## src/rtl/clkbuf_ctrl_pkg.sv

```systemverilog
package clkbuf_ctrl_pkg;

    typedef enum logic [1:0] {
        MODE_LOBW = 2'b00,
        MODE_BYP  = 2'b01,
        MODE_RSV  = 2'b10,
        MODE_HIBW = 2'b11
    } pll_mode_e;

    typedef enum logic [1:0] {
        FREQ_100 = 2'b00,
        FREQ_50  = 2'b01,
        FREQ_125 = 2'b10,
        FREQ_RSV = 2'b11
    } freq_e;

    typedef enum logic [1:0] {
        PWR_NEVER = 2'b00,
        PWR_ON    = 2'b01,
        PWR_OFF   = 2'b10
    } pwr_state_e;

    function automatic logic [1:0] legal_mode(input logic [1:0] code);
        return (code == MODE_RSV) ? MODE_LOBW : code;
    endfunction

endpackage

```

## src/rtl/cbc_sync.sv

```systemverilog
module cbc_sync #(
    parameter int WIDTH  = 1,
    parameter int STAGES = 2
) (
    input  logic             clk,
    input  logic             rst_n,
    input  logic [WIDTH-1:0] rst_val,
    input  logic [WIDTH-1:0] async_in,
    output logic [WIDTH-1:0] sync_out
);
    localparam int LAST = STAGES - 1;

    logic [STAGES-1:0][WIDTH-1:0] chain_d, chain_q;

    always_comb begin
        chain_d[0] = async_in;
        for (int s = 1; s < STAGES; s++) begin
            chain_d[s] = chain_q[s-1];
        end
    end

    always_ff @(posedge clk or negedge rst_n) begin
        if (!rst_n) begin
            for (int s = 0; s < STAGES; s++) chain_q[s] <= rst_val;
        end else begin
            chain_q <= chain_d;
        end
    end

    assign sync_out = chain_q[LAST];
endmodule

```

## src/rtl/cbc_pwr_seq.sv

```systemverilog
module cbc_pwr_seq
    import clkbuf_ctrl_pkg::*;
(
    input  logic       clk,
    input  logic       rst_n,
    input  logic       pwrgd_s,
    input  logic [1:0] mode_pin,
    output logic       active,
    output logic [1:0] mode_latched
);
    typedef struct packed {
        pwr_state_e st;
        logic [1:0] mode_lat;
    } seq_t;

    seq_t d, q;

    always_comb begin
        d = q;
        unique case (q.st)
            PWR_NEVER: if (pwrgd_s) begin
                d.st       = PWR_ON;
                d.mode_lat = mode_pin;
            end
            PWR_ON:    if (!pwrgd_s) d.st = PWR_OFF;
            PWR_OFF:   if (pwrgd_s)  d.st = PWR_ON;
            default:   d.st = PWR_OFF;
        endcase
    end

    always_ff @(posedge clk or negedge rst_n) begin
        if (!rst_n) begin
            q.st       <= PWR_NEVER;
            q.mode_lat <= MODE_LOBW;
        end else begin
            q <= d;
        end
    end

    assign active       = (q.st == PWR_ON);
    assign mode_latched = q.mode_lat;

    // once captured, the strap value never moves again
    assert_strap_held_R4: assert property (@(posedge clk) disable iff (!rst_n)
        (q.st != PWR_NEVER) |=> $stable(q.mode_lat));

    // the never-started state is left only by a sampled power-good
    assert_start_on_pwrgd_R4: assert property (@(posedge clk) disable iff (!rst_n)
        (q.st == PWR_NEVER && !pwrgd_s) |=> (q.st == PWR_NEVER));
endmodule

```

## src/rtl/cbc_mode_sel.sv

```systemverilog
module cbc_mode_sel
    import clkbuf_ctrl_pkg::*;
(
    input  logic       clk,
    input  logic       rst_n,
    input  logic       active,
    input  logic [1:0] mode_latched,
    input  logic       sw_mode_en,
    input  logic [1:0] sw_mode,
    input  logic       sw_freq_en,
    input  logic [1:0] sw_freq,
    output logic [1:0] mode_eff,
    output logic [1:0] pll_mode,
    output logic       pll_pd,
    output logic [1:0] freq_sel
);
    typedef struct packed {
        logic [1:0] mode;
        logic       pd;
        logic [1:0] freq;
    } msel_t;

    msel_t d, q;

    always_comb begin
        mode_eff = legal_mode(sw_mode_en ? sw_mode : mode_latched);
        d        = q;
        d.mode   = mode_eff;
        d.pd     = !active || (mode_eff == MODE_BYP);
        if (!sw_freq_en) begin
            d.freq = FREQ_100;
        end else if (sw_freq != FREQ_RSV) begin
            d.freq = sw_freq;
        end
    end

    always_ff @(posedge clk or negedge rst_n) begin
        if (!rst_n) begin
            q.mode <= MODE_LOBW;
            q.pd   <= 1'b1;
            q.freq <= FREQ_100;
        end else begin
            q <= d;
        end
    end

    assign pll_mode = q.mode;
    assign pll_pd   = q.pd;
    assign freq_sel = q.freq;

    // the reserved mode code never reaches the PLL
    assert_no_rsv_mode_R5: assert property (@(posedge clk) disable iff (!rst_n)
        q.mode != MODE_RSV);

    // the reserved frequency code never reaches the output
    assert_no_rsv_freq_R8: assert property (@(posedge clk) disable iff (!rst_n)
        q.freq != FREQ_RSV);

    // a reserved request with the field enabled holds the setting
    assert_rsv_freq_hold_R8: assert property (@(posedge clk) disable iff (!rst_n)
        (sw_freq_en && sw_freq == FREQ_RSV) |=> $stable(q.freq));

    // leaving the powered state always requests PLL power-down
    assert_pd_when_off_R3: assert property (@(posedge clk) disable iff (!rst_n)
        !active |=> q.pd);
endmodule

```

## src/rtl/cbc_out_gate.sv

```systemverilog
module cbc_out_gate
    import clkbuf_ctrl_pkg::*;
#(
    parameter int N_OUT = 2
) (
    input  logic             clk,
    input  logic             rst_n,
    input  logic             active,
    input  logic             pll_locked,
    input  logic [1:0]       mode_eff,
    input  logic [N_OUT-1:0] reg_oe_en,
    input  logic [N_OUT-1:0] oe_n_s,
    output logic [N_OUT-1:0] out_run
);
    logic clk_ok;

    assign clk_ok = active && (pll_locked || (mode_eff == MODE_BYP));

    for (genvar i = 0; i < N_OUT; i++) begin : g_out
        typedef struct packed {
            logic run;
        } gate_t;

        gate_t d, q;

        always_comb begin
            d     = q;
            d.run = clk_ok && reg_oe_en[i] && !oe_n_s[i];
        end

        always_ff @(posedge clk or negedge rst_n) begin
            if (!rst_n) q.run <= 1'b0;
            else        q     <= d;
        end

        assign out_run[i] = q.run;

        // a register-disabled output is parked on the next edge
        assert_reg_park_R1: assert property (@(posedge clk) disable iff (!rst_n)
            !reg_oe_en[i] |=> !q.run);

        // a deasserted pin (after sync) parks the output on the next edge
        assert_pin_park_R1: assert property (@(posedge clk) disable iff (!rst_n)
            oe_n_s[i] |=> !q.run);
    end
endmodule

```

## src/rtl/clkbuf_ctrl.sv

```systemverilog
module clkbuf_ctrl
    import clkbuf_ctrl_pkg::*;
#(
    parameter int N_OUT       = 2,
    parameter int SYNC_STAGES = 2
) (
    input  logic             clk_ref,
    input  logic             rst_n,
    input  logic [N_OUT-1:0] oe_n_pin,
    input  logic             pwrgd_pin,
    input  logic             pll_locked,
    input  logic [1:0]       mode_pin,
    input  logic [N_OUT-1:0] reg_oe_en,
    input  logic             reg_mode_sw_en,
    input  logic [1:0]       reg_mode_sw,
    input  logic             reg_freq_sw_en,
    input  logic [1:0]       reg_freq_sw,
    output logic [N_OUT-1:0] out_run,
    output logic [1:0]       pll_mode,
    output logic [1:0]       mode_rdbk,
    output logic             pll_pd,
    output logic [1:0]       freq_sel
);
    localparam int SYNC_W = N_OUT + 1;

    logic [SYNC_W-1:0] sync_in, sync_out, sync_rst;
    logic [N_OUT-1:0]  oe_n_s;
    logic              pwrgd_s;
    logic              active;
    logic [1:0]        mode_latched;
    logic [1:0]        mode_eff;

    assign sync_in  = {pwrgd_pin, oe_n_pin};
    assign sync_rst = {1'b0, {N_OUT{1'b1}}};
    assign oe_n_s   = sync_out[N_OUT-1:0];
    assign pwrgd_s  = sync_out[N_OUT];

    cbc_sync #(.WIDTH(SYNC_W), .STAGES(SYNC_STAGES)) u_sync (
        .clk      (clk_ref),
        .rst_n    (rst_n),
        .rst_val  (sync_rst),
        .async_in (sync_in),
        .sync_out (sync_out)
    );

    cbc_pwr_seq u_pwr (
        .clk          (clk_ref),
        .rst_n        (rst_n),
        .pwrgd_s      (pwrgd_s),
        .mode_pin     (mode_pin),
        .active       (active),
        .mode_latched (mode_latched)
    );

    cbc_mode_sel u_mode (
        .clk          (clk_ref),
        .rst_n        (rst_n),
        .active       (active),
        .mode_latched (mode_latched),
        .sw_mode_en   (reg_mode_sw_en),
        .sw_mode      (reg_mode_sw),
        .sw_freq_en   (reg_freq_sw_en),
        .sw_freq      (reg_freq_sw),
        .mode_eff     (mode_eff),
        .pll_mode     (pll_mode),
        .pll_pd       (pll_pd),
        .freq_sel     (freq_sel)
    );

    cbc_out_gate #(.N_OUT(N_OUT)) u_gate (
        .clk        (clk_ref),
        .rst_n      (rst_n),
        .active     (active),
        .pll_locked (pll_locked),
        .mode_eff   (mode_eff),
        .reg_oe_en  (reg_oe_en),
        .oe_n_s     (oe_n_s),
        .out_run    (out_run)
    );

    assign mode_rdbk = mode_latched;

    // a running output with the PLL powered down implies bypass mode
    assert_run_pd_bypass_R7: assert property (@(posedge clk_ref) disable iff (!rst_n)
        (out_run != '0 && pll_pd) |-> (pll_mode == MODE_BYP));

    // outputs are parked one edge after the device leaves the powered state
    assert_park_when_off_R3: assert property (@(posedge clk_ref) disable iff (!rst_n)
        !active |=> (out_run == '0));

    // in a PLL mode the PLL is never asked to power down while outputs run
    assert_pll_on_when_running_R7: assert property (@(posedge clk_ref) disable iff (!rst_n)
        (out_run != '0 && pll_mode != MODE_BYP) |-> !pll_pd);
endmodule

```

## config.mk

```make
export PLATFORM = sky130hd
export DESIGN_NAME = clkbuf_ctrl
export DESIGN_NICKNAME = d
export VERILOG_FILES = /design/src/rtl/clkbuf_ctrl_pkg.sv /design/src/rtl/cbc_sync.sv /design/src/rtl/cbc_pwr_seq.sv /design/src/rtl/cbc_mode_sel.sv /design/src/rtl/cbc_out_gate.sv /design/src/rtl/clkbuf_ctrl.sv
export SDC_FILE = /design/constraint.sdc
export NUM_CORES = 1
export LEC_CHECK = 0
export ABC_AREA = 0
export BUFFER_PORTS_ARGS = -buffer_cell sky130_fd_sc_hd__buf_2
export CAP_MARGIN = 20
export CORE_MARGIN = 2
export CORE_UTILIZATION = 40
export DETAILED_ROUTE_END_ITERATION = 16
export PLACE_DENSITY = 0.75
export SETUP_SLACK_MARGIN = 0.3
export SKIP_CTS_REPAIR_TIMING = 1
export SYNTH_ARGS = -nofsm -noshare
export SYNTH_HDL_FRONTEND = slang
export SYNTH_SLANG_ARGS = --single-unit
```

## constraint.sdc

```tcl
create_clock -name clk_ref -period 1.5 [get_ports clk_ref]
set_input_delay 0.3 -clock clk_ref [delete_from_list [all_inputs] [get_ports clk_ref]]
set_output_delay 0.3 -clock clk_ref [all_outputs]
set_load 0.005 [all_outputs]
```

==> results of run 1 <==
[worst paths after layout]
kind | from | to | depth (start not counted)
worst min register to register | u_sync.chain_d[4] | u_sync.sync_out[1] | 0
worst max-delay path | u_mode.pll_pd | pll_pd | 1
worst max register to register | u_pwr.q[3] | u_pwr.mode_latched[1] | 2
max in group asynchronous | rst_n | u_sync.chain_d[3] | 2
min in group asynchronous | rst_n | u_mode.freq_sel[1] | 2
worst min-delay path | oe_n_pin[1] | u_sync.chain_d[4] | 1
[per-layer routing]
metal  global-route usage, %  share of wire, %  up-vias
met4                    5.45               1.4        0
met3                    7.92               7.0        2
met1                    11.1                35      191
li1                        -                 -      200
met2                    21.2                57       15
met5                       0                 0        -
[cell type report]
| class | count | area [um2] | area share, % |
|---|---|---|---|
| flip-flops and latches | 17 | 434 | 55.3 |
| multi-input cells | 19 | 159 | 20.3 |
| repair buffers | 25 | 130 | 16.6 |
| clock buffers | 4 | 26.3 | 3.35 |
| well taps | 16 | 20.0 | 2.55 |
| inverters | 4 | 15.0 | 1.91 |
[worst register-to-register path: cells and delay by family, from the launching register on]
family           cells  cell delay, ns
DFF                  1            0.44
and+or+nand+nor      1            0.24
muxes                1            0.36
[cells by family after synthesis]
kind of cell	Yosys count
flip-flops	17
AO/OA/AOI/OAI	5
AND/OR/NAND/NOR	9
adder cells (fa/ha/maj)	1
buffers and inverters	8
multiplexers	4
[sequential cells by signal, indices dropped and copies added, names as in the netlist]
register,count
u_pwr.q,2
u_gate.g_out.q,2
u_sync.chain_d,3
u_mode.pll_pd,1
u_pwr.mode_latched,2
u_mode.pll_mode,2
u_sync.sync_out,3
u_mode.freq_sel,2
[cells in the final DEF (no fill, tap or decap)]
master                          synthesis  layout
sky130_fd_sc_hd__a21oi_1                3       3
sky130_fd_sc_hd__a31oi_1                2       2
sky130_fd_sc_hd__and2_1                 1       1
sky130_fd_sc_hd__buf_2                  0      24
sky130_fd_sc_hd__clkbuf_1               0       1
sky130_fd_sc_hd__clkbuf_4               0       3
sky130_fd_sc_hd__dfrtp_1               12      10
sky130_fd_sc_hd__dfrtp_2                0       2
sky130_fd_sc_hd__dfstp_2                5       5
sky130_fd_sc_hd__dlygate4sd3_1          0       1
sky130_fd_sc_hd__inv_1                  4       4
sky130_fd_sc_hd__maj3_1                 1       1
sky130_fd_sc_hd__mux2_2                 4       4
sky130_fd_sc_hd__nand2_1                2       2
sky130_fd_sc_hd__nand3b_1               1       1
sky130_fd_sc_hd__nand4b_1               1       1
sky130_fd_sc_hd__nand4bb_1              2       2
sky130_fd_sc_hd__nor3b_2                1       1
sky130_fd_sc_hd__or3b_4                 1       1
[synthesized netlist by cell type]
cell	n
sky130_fd_sc_hd__dfstp_2	5
sky130_fd_sc_hd__a21oi_1	3
sky130_fd_sc_hd__inv_1	4
sky130_fd_sc_hd__nand4b_1	1
sky130_fd_sc_hd__maj3_1	1
sky130_fd_sc_hd__nand4bb_1	2
sky130_fd_sc_hd__a31oi_1	2
sky130_fd_sc_hd__and2_1	1
sky130_fd_sc_hd__nor3b_2	1
sky130_fd_sc_hd__buf_4	4
sky130_fd_sc_hd__dfrtp_1	12
sky130_fd_sc_hd__nand2_1	2
sky130_fd_sc_hd__nand3b_1	1
sky130_fd_sc_hd__or3b_4	1
sky130_fd_sc_hd__mux2_2	4
[stage by stage]
stage	area, um2	utilization (%)	power, uW	hold WS (ns)	instances
floorplan	636	-	629	0.00441	44
global placement	746	49.5	675	0.226	80
detailed placement	746	49.5	683	0.231	80
CTS	772	51.2	915	-0.0837	84
global route	785	52.1	956	0.0800	85
finish	785	52.1	899	0.112	85
[power breakdown]
part           switching [uW]  total [uW]  internal, uW
clock network             123         226           103
registers                29.5         541           512
logic                    51.2         132          80.4
==> flow_summary_export.csv, run 1 <==
group,metric,value,unit
synthesis,flops_latches_synth,17,
floorplan,fp.coreArea,0.00151,mm2
clock_network,clock_tree.buffer_depth,2,
global_routing,grt_pass1_wl,1.58,mm
synthesis,synth_cell_type_count,15,
synthesis,synthesis.yosys.warnings,0,
global_routing,grt.total_usage,12.3,%
finish,area_growth,23.4,%
timing,rsz_0062_raised_after_global_routing,"yes",
finish,nFillCells,137,
synthesis,synthTopCellsByArea,"sky130_fd_sc_hd__dfrtp_1, sky130_fd_sc_hd__dfstp_2, sky130_fd_sc_hd__mux2_2",
clock_network,clock_latency,0.28,ns
synthesis,syn-cell-area,636,um2
synthesis,synth_top_family_by_area,"simple AND/OR/NAND/NOR gates",
global_routing,grt_antenna_before_repair,0,
critical_path,worstPathRequired,1.20,ns
clock_network,h-tree-depth,1,
floorplan,ioPinCount,25,
clock_network,clk_pin_slew,0.09,ns
timing,final_hold_viol_count,0,
critical_path,critPathBufInv,1,
critical_path,critical_path.max_fanout,1,
clock_network,cts_tree,"built",
critical_path,slowest_stage,"sky130_fd_sc_hd__dfstp_2",
job,cap_viol_max_count,0,
placement,io_buffer_count,24,
critical_path,worst-endpoint-arrival,0.89,ns
synthesis,synth_nets,60,
timing,tightestPinTransition,0.355,ns
critical_path,critical-path-top-delay-family,"flip-flops",
floorplan,rows,14,
critical_path,crit_path_start_kind,"flop",
floorplan,die-height,43.9,um
route,postRouteWirelength,977,um
synthesis,post_synth_inst_count,44,
pwr,ir_drop,0.763,mV
finish,fraction_of_layout_cells_with_a_size_suffix_above_1,58.0,%
route,firstDrtPassIters,1,
clock_network,cts.sink_count,17,
synthesis,yosysSeqAreaShare,67.9,%
critical_path,crit_type,"flop to primary output",
global_routing,overflow,0,
outcome,outcome,"finished, final reports clean",
synthesis,synth_adder_area_share,1.57,%
global_routing,grt_max_degree,18,
clock_network,cts_inserted_buffers,3,
route,drt_iter0_drcs,0,
placement,post-place-ws,0.316,ns
route,routed_via_density,4.80,
route,drcViolationCount,0,
critical_path,worstSetupEndpointType,"primary output",
synthesis,synth-compound-area-share,4.33,%
timing,finalCriticalPeriod,1.19,ns
timing,report.final.setup_viol,0,
synthesis,yosysTopAreaCell,"sky130_fd_sc_hd__dfrtp_1",
floorplan,die_area,0.00192,mm2
timing,clock_skew,0.00273,ns
synthesis,yosys.area_share.xor_xnor,0,%
timing,share_of_the_cycle_needed_by_the_critical_path_after_routing,79.6,%
timing,relSlewSlack,76.3,%
finish,finish.net_count,86,
critical_path,timing.critical_path.slowest_cell_delay,0.52,ns
pwr,power_density,1150,mW/mm2
route,routedWlPerCell,11.5,um
timing,timing.final.ws_setup,0.306,ns
route,dr_total_vias,408,
pwr,total_leakage_power,0.000379,uW
placement,hpwlAfterDp,769,um
placement,routabilityCongestion,0.697,
floorplan,floorplan.initialDensity,42.2,%
synthesis,postSynthAreaPerCell,14.4,um2
timing,slew_violations,0,
critical_path,setup.reg_to_reg.worst_slack,0.34,ns
critical_path,timing.critical_path.cells,"buf_2",
clock_network,clock-root-buffer,"sky130_fd_sc_hd__clkbuf_4",
timing,max_freq,838,MHz
floorplan,die_x,43.9,um
timing,setup-tns-final,0,ns
route,ant_nets,0,
synthesis,synth.mux.area_fraction,7.09,%
synthesis,synth.top_cell.area_share,47.2,%
global_routing,first_global_vias,383,
finish,antenna_cells,0,
min_path,timing.hold.worst.class,"input pin to flop",
synthesis,yosys.area_share.simple,12.0,%
(Power assumes the default switching activity.)
==> run 2, diff against run 1 <==
- ABC_AREA: 0 -> 1
- PLACE_DENSITY: 0.75 -> 0.77
- clock period: 1.5 -> 0.97 ns (I/O delays scaled with it)
==> flow_summary_export.csv, run 2 <==
group,metric,value,unit
outcome,outcome,"finished, violations left",
outcome,violations,"negative hold slack, negative setup slack",
floorplan,die_area,0.00192,mm2
route,drcViolationCount,0,
synthesis,synthesis.yosys.warnings,0,
synthesis,yosysSeqAreaShare,68.0,%
timing,max_freq,917,MHz
clock_network,h-tree-depth,1,
synthesis,post_synth_edffs,0,
pwr,ir_drop,1.02,mV
synthesis,synth_cell_type_count,13,
critical_path,timing.critical_path.slowest_cell_delay,0.54,ns
floorplan,floorplan.initialDensity,42.6,%
pwr,cell_internal_pwr,1070,uW
timing,setup-tns-final,-0.227,ns
pwr,combinationalPowerShare,17.5,%
critical_path,worstPathRequired,0.78,ns
pwr,power,1430,uW
timing,rsz_0062_raised_after_global_routing,"yes",
route,ant_nets,0,
pwr,swShare,25.2,%
floorplan,ioPinCount,25,
placement,routabilityCongestion,0.748,
floorplan,die-height,43.8,um
finish,most-common-layout-cells,"sky130_fd_sc_hd__buf_2, sky130_fd_sc_hd__dfrtp_1, sky130_fd_sc_hd__nand2_1",
critical_path,slowest_stage,"sky130_fd_sc_hd__dfstp_2",
global_routing,grt_max_degree,18,
global_routing,first_global_vias,394,
clock_network,clock-root-buffer,"sky130_fd_sc_hd__clkbuf_4",
clock_network,clk_pin_slew,0.09,ns
route,routed_via_density,4.25,
finish,nFillCells,140,
floorplan,fp.coreArea,0.00149,mm2
pwr,power.switching,362,uW
finish,antenna_cells,0,
synthesis,flops_latches_synth,17,
job,cap_viol_max_count,0,
synthesis,synth_async_reset_ratio,100,%
synthesis,netlist_top_cells_count,"sky130_fd_sc_hd__nand2_1, sky130_fd_sc_hd__dfrtp_1, sky130_fd_sc_hd__inv_1",
critical_path,critical-path-top-delay-family,"flip-flops",
finish,fraction_of_layout_cells_with_a_size_suffix_above_1,56.8,%
finish,finalCoreUtilization,57.8,%
synthesis,synth.top_cell.area_share,47.3,%
synthesis,synth_most_common_cell,"sky130_fd_sc_hd__nand2_1",
route,firstDrtPassIters,3,
synthesis,postSynthAreaPerCell,10.8,um2
pwr,total_leakage_power,0.000453,uW
finish,finish.cell_count_without_fillers,104,
pwr,power.clock.fraction,25.0,%
synthesis,synthTopCellsByArea,"sky130_fd_sc_hd__dfrtp_1, sky130_fd_sc_hd__dfstp_2, sky130_fd_sc_hd__nand2_1",
placement,placed_cells,95,
global_routing,overflow,0,
timing,clock_skew,0.00130,ns
timing,final_hold_viol_count,12,
timing,relSlewSlack,76.3,%
finish,layout_commonest_cell,"sky130_fd_sc_hd__buf_2",
route,postRouteWirelength,1.06,mm
clock_network,cts.sink_count,17,
floorplan,die_x,43.8,um
synthesis,post_synth_inst_count,59,
route,drt_iter0_drcs,5,
critical_path,timing.critical_path.cells,"buf_6",
clock_network,clock_latency,0.28,ns
synthesis,yosysTopAreaCell,"sky130_fd_sc_hd__dfrtp_1",
finish,finish.net_count,105,
critical_path,critPathBufInv,1,
synthesis,synth_nets,75,
timing,report.final.setup_viol,6,
timing,slew_violations,0,
timing,finalCriticalPeriod,1.09,ns
finish,sequential_cell_area,433,um2
clock_network,cts_inserted_buffers,3,
finish,multi_input_comb_area,169,um2
route,dr_total_vias,442,
critical_path,worstSetupEndpointType,"primary output",
clock_network,clock_tree.buffer_depth,2,
critical_path,worst-endpoint-arrival,0.90,ns
min_path,timing.hold.worst.class,"input pin to async pin",
floorplan,rows,14,
global_routing,grt_antenna_before_repair,0,
finish,area_growth,35.7,%
synthesis,syn-cell-area,634,um2
timing,share_of_the_cycle_needed_by_the_critical_path_after_routing,112,%
timing,timing.final.ws_setup,-0.121,ns
global_routing,grt_pass1_wl,1.49,mm
route,routedWlPerCell,10.2,um
global_routing,grt.total_usage,11.3,%
clock_network,cts_tree,"built",
critical_path,critical_path.max_fanout,1,
pwr,power_density,1670,mW/mm2
placement,hpwlAfterDp,708,um
timing,final.hold.worst_slack,-0.192,ns
timing,tightestPinTransition,0.356,ns
critical_path,crit_type,"flop to primary output",
critical_path,crit_path_start_kind,"flop",
synthesis,synth_flop_cell,"sky130_fd_sc_hd__dfrtp_1",
placement,io_buffer_count,24,
pwr,pwr-share-seq,57.5,%
[run 2: logic make-up after synthesis]
| logic type | count (synthesis) | share of synthesized area (%) |
|---|---|---|
| AND/OR/NAND/NOR | 24 | 17.6 |
| flip-flops | 17 | 68.0 |
| buffers and inverters | 13 | 10.1 |
| AO/OA/AOI/OAI | 5 | 4.34 |
[run 2: stage by stage]
stage | setup slack (ns) | cell area, um2
final | -0.121 | 861
after floorplan | 0.125 | 642
after global routing | -0.154 | 861
after global placement | 0.105 | 744
after CTS | -0.138 | 771
after detailed placement | 0.0850 | 744
[run 2: worst reg2reg max path, cell delays in order (launching register included)]
cell                      delay, ns
sky130_fd_sc_hd__dfrtp_2       0.46
sky130_fd_sc_hd__nor2_4        0.16
sky130_fd_sc_hd__nand2_2       0.09
sky130_fd_sc_hd__nor2_2        0.11
sky130_fd_sc_hd__a21oi_1       0.04
[run 2: worst paths after layout]
check	startpoint	endpoint	slack (ns)	depth (start not counted)
setup / recovery	u_mode.pll_pd	pll_pd	-0.12	1
hold / removal	rst_n	u_mode.pll_mode[1]	-0.19	1
setup reg to reg	u_pwr.q[3]	u_pwr.mode_latched[1]	0	4
hold reg to reg	u_sync.chain_d[5]	u_sync.sync_out[2]	0.35	0
max in group asynchronous	rst_n	u_mode.pll_pd	0.86	1
min in group clk_ref	reg_freq_sw[0]	u_mode.freq_sel[1]	0.09	2
[run 2: area by class of cell]
cell class | instances | area share [%]
clock buffers | 4 | 3.05
well taps | 16 | 2.33
inverters | 9 | 3.92
repair buffers | 29 | 20.8
flip-flops and latches | 17 | 50.3
multi-input cells | 29 | 19.6
[run 2: metal layers]
metal	GRT usage, %	share of wire (%)	up-vias	wire length, um
met5	0	0	-	0
met4	7.27	0	0	0
met3	2.92	7.8	0	82
met2	20.9	55	20	582
met1	10.7	37	194	393
li1	-	-	228	-
[run 2: power by group through the flow]
stage | Sequential [uW] | Clock [uW] | Combinational [uW]
2_1_floorplan | 832 | 0 | 129
3_3_place_gp | 826 | 0 | 183
3_5_place_dp | 829 | 0 | 190
4_1_cts | 818 | 374 | 193
5_1_grt | 834 | 398 | 282
6_report | 825 | 359 | 251
==> run 3, diff against run 2 <==
- ABC_AREA: 1 -> unset
- SLEW_MARGIN: unset -> 10
==> flow_summary_export.csv, run 3 (synthesized netlist as in run 1, its figures left out) <==
group,metric,value,unit
route,routed_via_density,4.72,
critical_path,crit_path_start_kind,"flop",
timing,max_freq,876,MHz
finish,antenna_cells,0,
floorplan,rows,14,
route,ant_nets,0,
timing,setup-tns-final,-1.20,ns
pwr,power.switching,380,uW
pwr,swShare,24.4,%
clock_network,clock-root-buffer,"sky130_fd_sc_hd__clkbuf_4",
timing,timing.final.ws_setup,-0.172,ns
finish,fraction_of_layout_cells_with_a_size_suffix_above_1,62.3,%
pwr,total_leakage_power,0.000437,uW
route,drcViolationCount,0,
floorplan,die-height,43.9,um
critical_path,worstRegToRegCells,2,
clock_network,clock_latency,0.29,ns
pwr,pwr-share-seq,53.0,%
global_routing,grt.total_usage,12.6,%
pwr,cell_internal_pwr,1180,uW
job,cap_viol_max_count,0,
clock_network,cts.sink_count,17,
critical_path,critPathBufInv,0,
critical_path,critical-path-top-delay-family,"flip-flops",
floorplan,ioPinCount,25,
clock_network,clock_tree.buffer_depth,2,
critical_path,critical_path.max_fanout,2,
timing,clock_skew,0.00269,ns
global_routing,first_global_vias,426,
finish,finish.net_count,94,
global_routing,grt_pass1_wl,1.67,mm
finish,final_cell_area,893,um2
clock_network,cts_inserted_buffers,3,
critical_path,timing.critical_path.slowest_cell_delay,0.43,ns
placement,placed_area,776,um2
critical_path,critical_path_depth,2,
finish,area_growth,40.6,%
min_path,timing.hold.worst.class,"input pin to async pin",
timing,tightestPinTransition,0.361,ns
pwr,ir_drop,1.39,mV
floorplan,die_area,0.00192,mm2
route,drt_iter0_drcs,0,
critical_path,r2r_start,"u_pwr.q[2]",
critical_path,r2r-end,"u_pwr.mode_latched[0]",
finish,finalCoreUtilization,59.3,%
floorplan,die_x,43.9,um
timing,slew_violations,0,
route,firstDrtPassIters,1,
outcome,outcome,"finished, violations left",
placement,io_buffer_count,24,
timing,share_of_the_cycle_needed_by_the_critical_path_after_routing,118,%
critical_path,worstSetupEndpointType,"flop",
clock_network,h-tree-depth,1,
route,postRouteWirelength,1.11,mm
critical_path,slowest_stage,"sky130_fd_sc_hd__dfrtp_1",
placement,routabilityCongestion,0.697,
finish,layout_commonest_cell,"sky130_fd_sc_hd__buf_2",
critical_path,worst-endpoint-arrival,1.33,ns
global_routing,grt_antenna_before_repair,0,
clock_network,cts_tree,"built",
timing,final_hold_viol_count,12,
timing,rsz_0062_raised_after_global_routing,"yes",
timing,report.final.setup_viol,12,
outcome,violations,"negative hold slack, negative setup slack",
global_routing,grt_max_degree,18,
pwr,combinationalPowerShare,22.6,%
route,routedWlPerCell,11.9,um
timing,relSlewSlack,75.9,%
timing,finalCriticalPeriod,1.14,ns
finish,most-common-layout-cells,"sky130_fd_sc_hd__buf_2, sky130_fd_sc_hd__dfrtp_1, sky130_fd_sc_hd__dfstp_2",
clock_network,clk_pin_slew,0.10,ns
floorplan,fp.coreArea,0.00151,mm2
placement,hpwlAfterDp,827,um
critical_path,worstPathRequired,1.16,ns
critical_path,setup.reg_to_reg.worst_slack,-0.17,ns
pwr,power_density,1740,mW/mm2
floorplan,floorplan.initialDensity,42.2,%
route,dr_total_vias,439,
critical_path,timing.critical_path.cells,"nor3b_4 > mux2_2",
global_routing,overflow,0,
pwr,power.clock.fraction,24.4,%
pwr,power,1560,uW
timing,final.hold.worst_slack,-0.200,ns
critical_path,crit_type,"flop to flop",
## run 3: cell count changes in the layout (fill, tap and decap cells not counted), moves of 4 or more
| cell | delta |
|---|---|
| sky130_fd_sc_hd__nand2_1 | -8 |
| sky130_fd_sc_hd__buf_4 | +4 |
| sky130_fd_sc_hd__inv_1 | -4 |
| sky130_fd_sc_hd__nand2_2 | -7 |
## run 3: how the worst max path moves through the flow
stage | endpoint | from | slack [ns]
finish | u_pwr.mode_latched[0] | u_pwr.q[2] | -0.17
global route | u_pwr.mode_latched[0] | u_pwr.q[2] | -0.21
CTS | mode_rdbk[0] | u_pwr.mode_latched[0] | -0.19
detailed placement | u_pwr.mode_latched[1] | u_pwr.q[3] | -0.15
global placement | u_pwr.mode_latched[0] | u_pwr.q[3] | -0.09
floorplan | u_pwr.mode_latched[0] | u_pwr.q[3] | -0.11
## run 3: metal layers
metal	up-vias	wire (um)	global-route usage, %
li1	212	-	-
met1	209	365	12.5
met2	18	643	22.6
met3	0	103	7.92
met4	0	0	1.82
met5	-	0	0
## run 3: layout make-up
class | instances | area [um2]
clock inverter | 1 | 7.51
clock buffer | 3 | 22.5
timing repair buffer | 33 | 209
multi-input combinational | 19 | 188
inverter | 4 | 15.0
sequential | 17 | 432
tap | 16 | 20.0
fill | 144 | 613
## run 3: power by group through the flow
stage	Sequential, uW	Combinational [uW]	Clock (uW)
finish	826	353	379
global route	834	385	443
CTS	823	266	400
detailed placement	836	265	0
global placement	833	256	0
floorplan	848	143	0
## run 3: stage by stage
stage | instances | hold WS [ns] | setup slack, ns
2_1_floorplan | 44 | -0.102 | -0.110
6_report | 93 | -0.200 | -0.172
3_3_place_gp | 84 | 0.119 | -0.0926
4_1_cts | 88 | -0.202 | -0.187
3_5_place_dp | 84 | 0.128 | -0.149
5_1_grt | 93 | -0.204 | -0.212
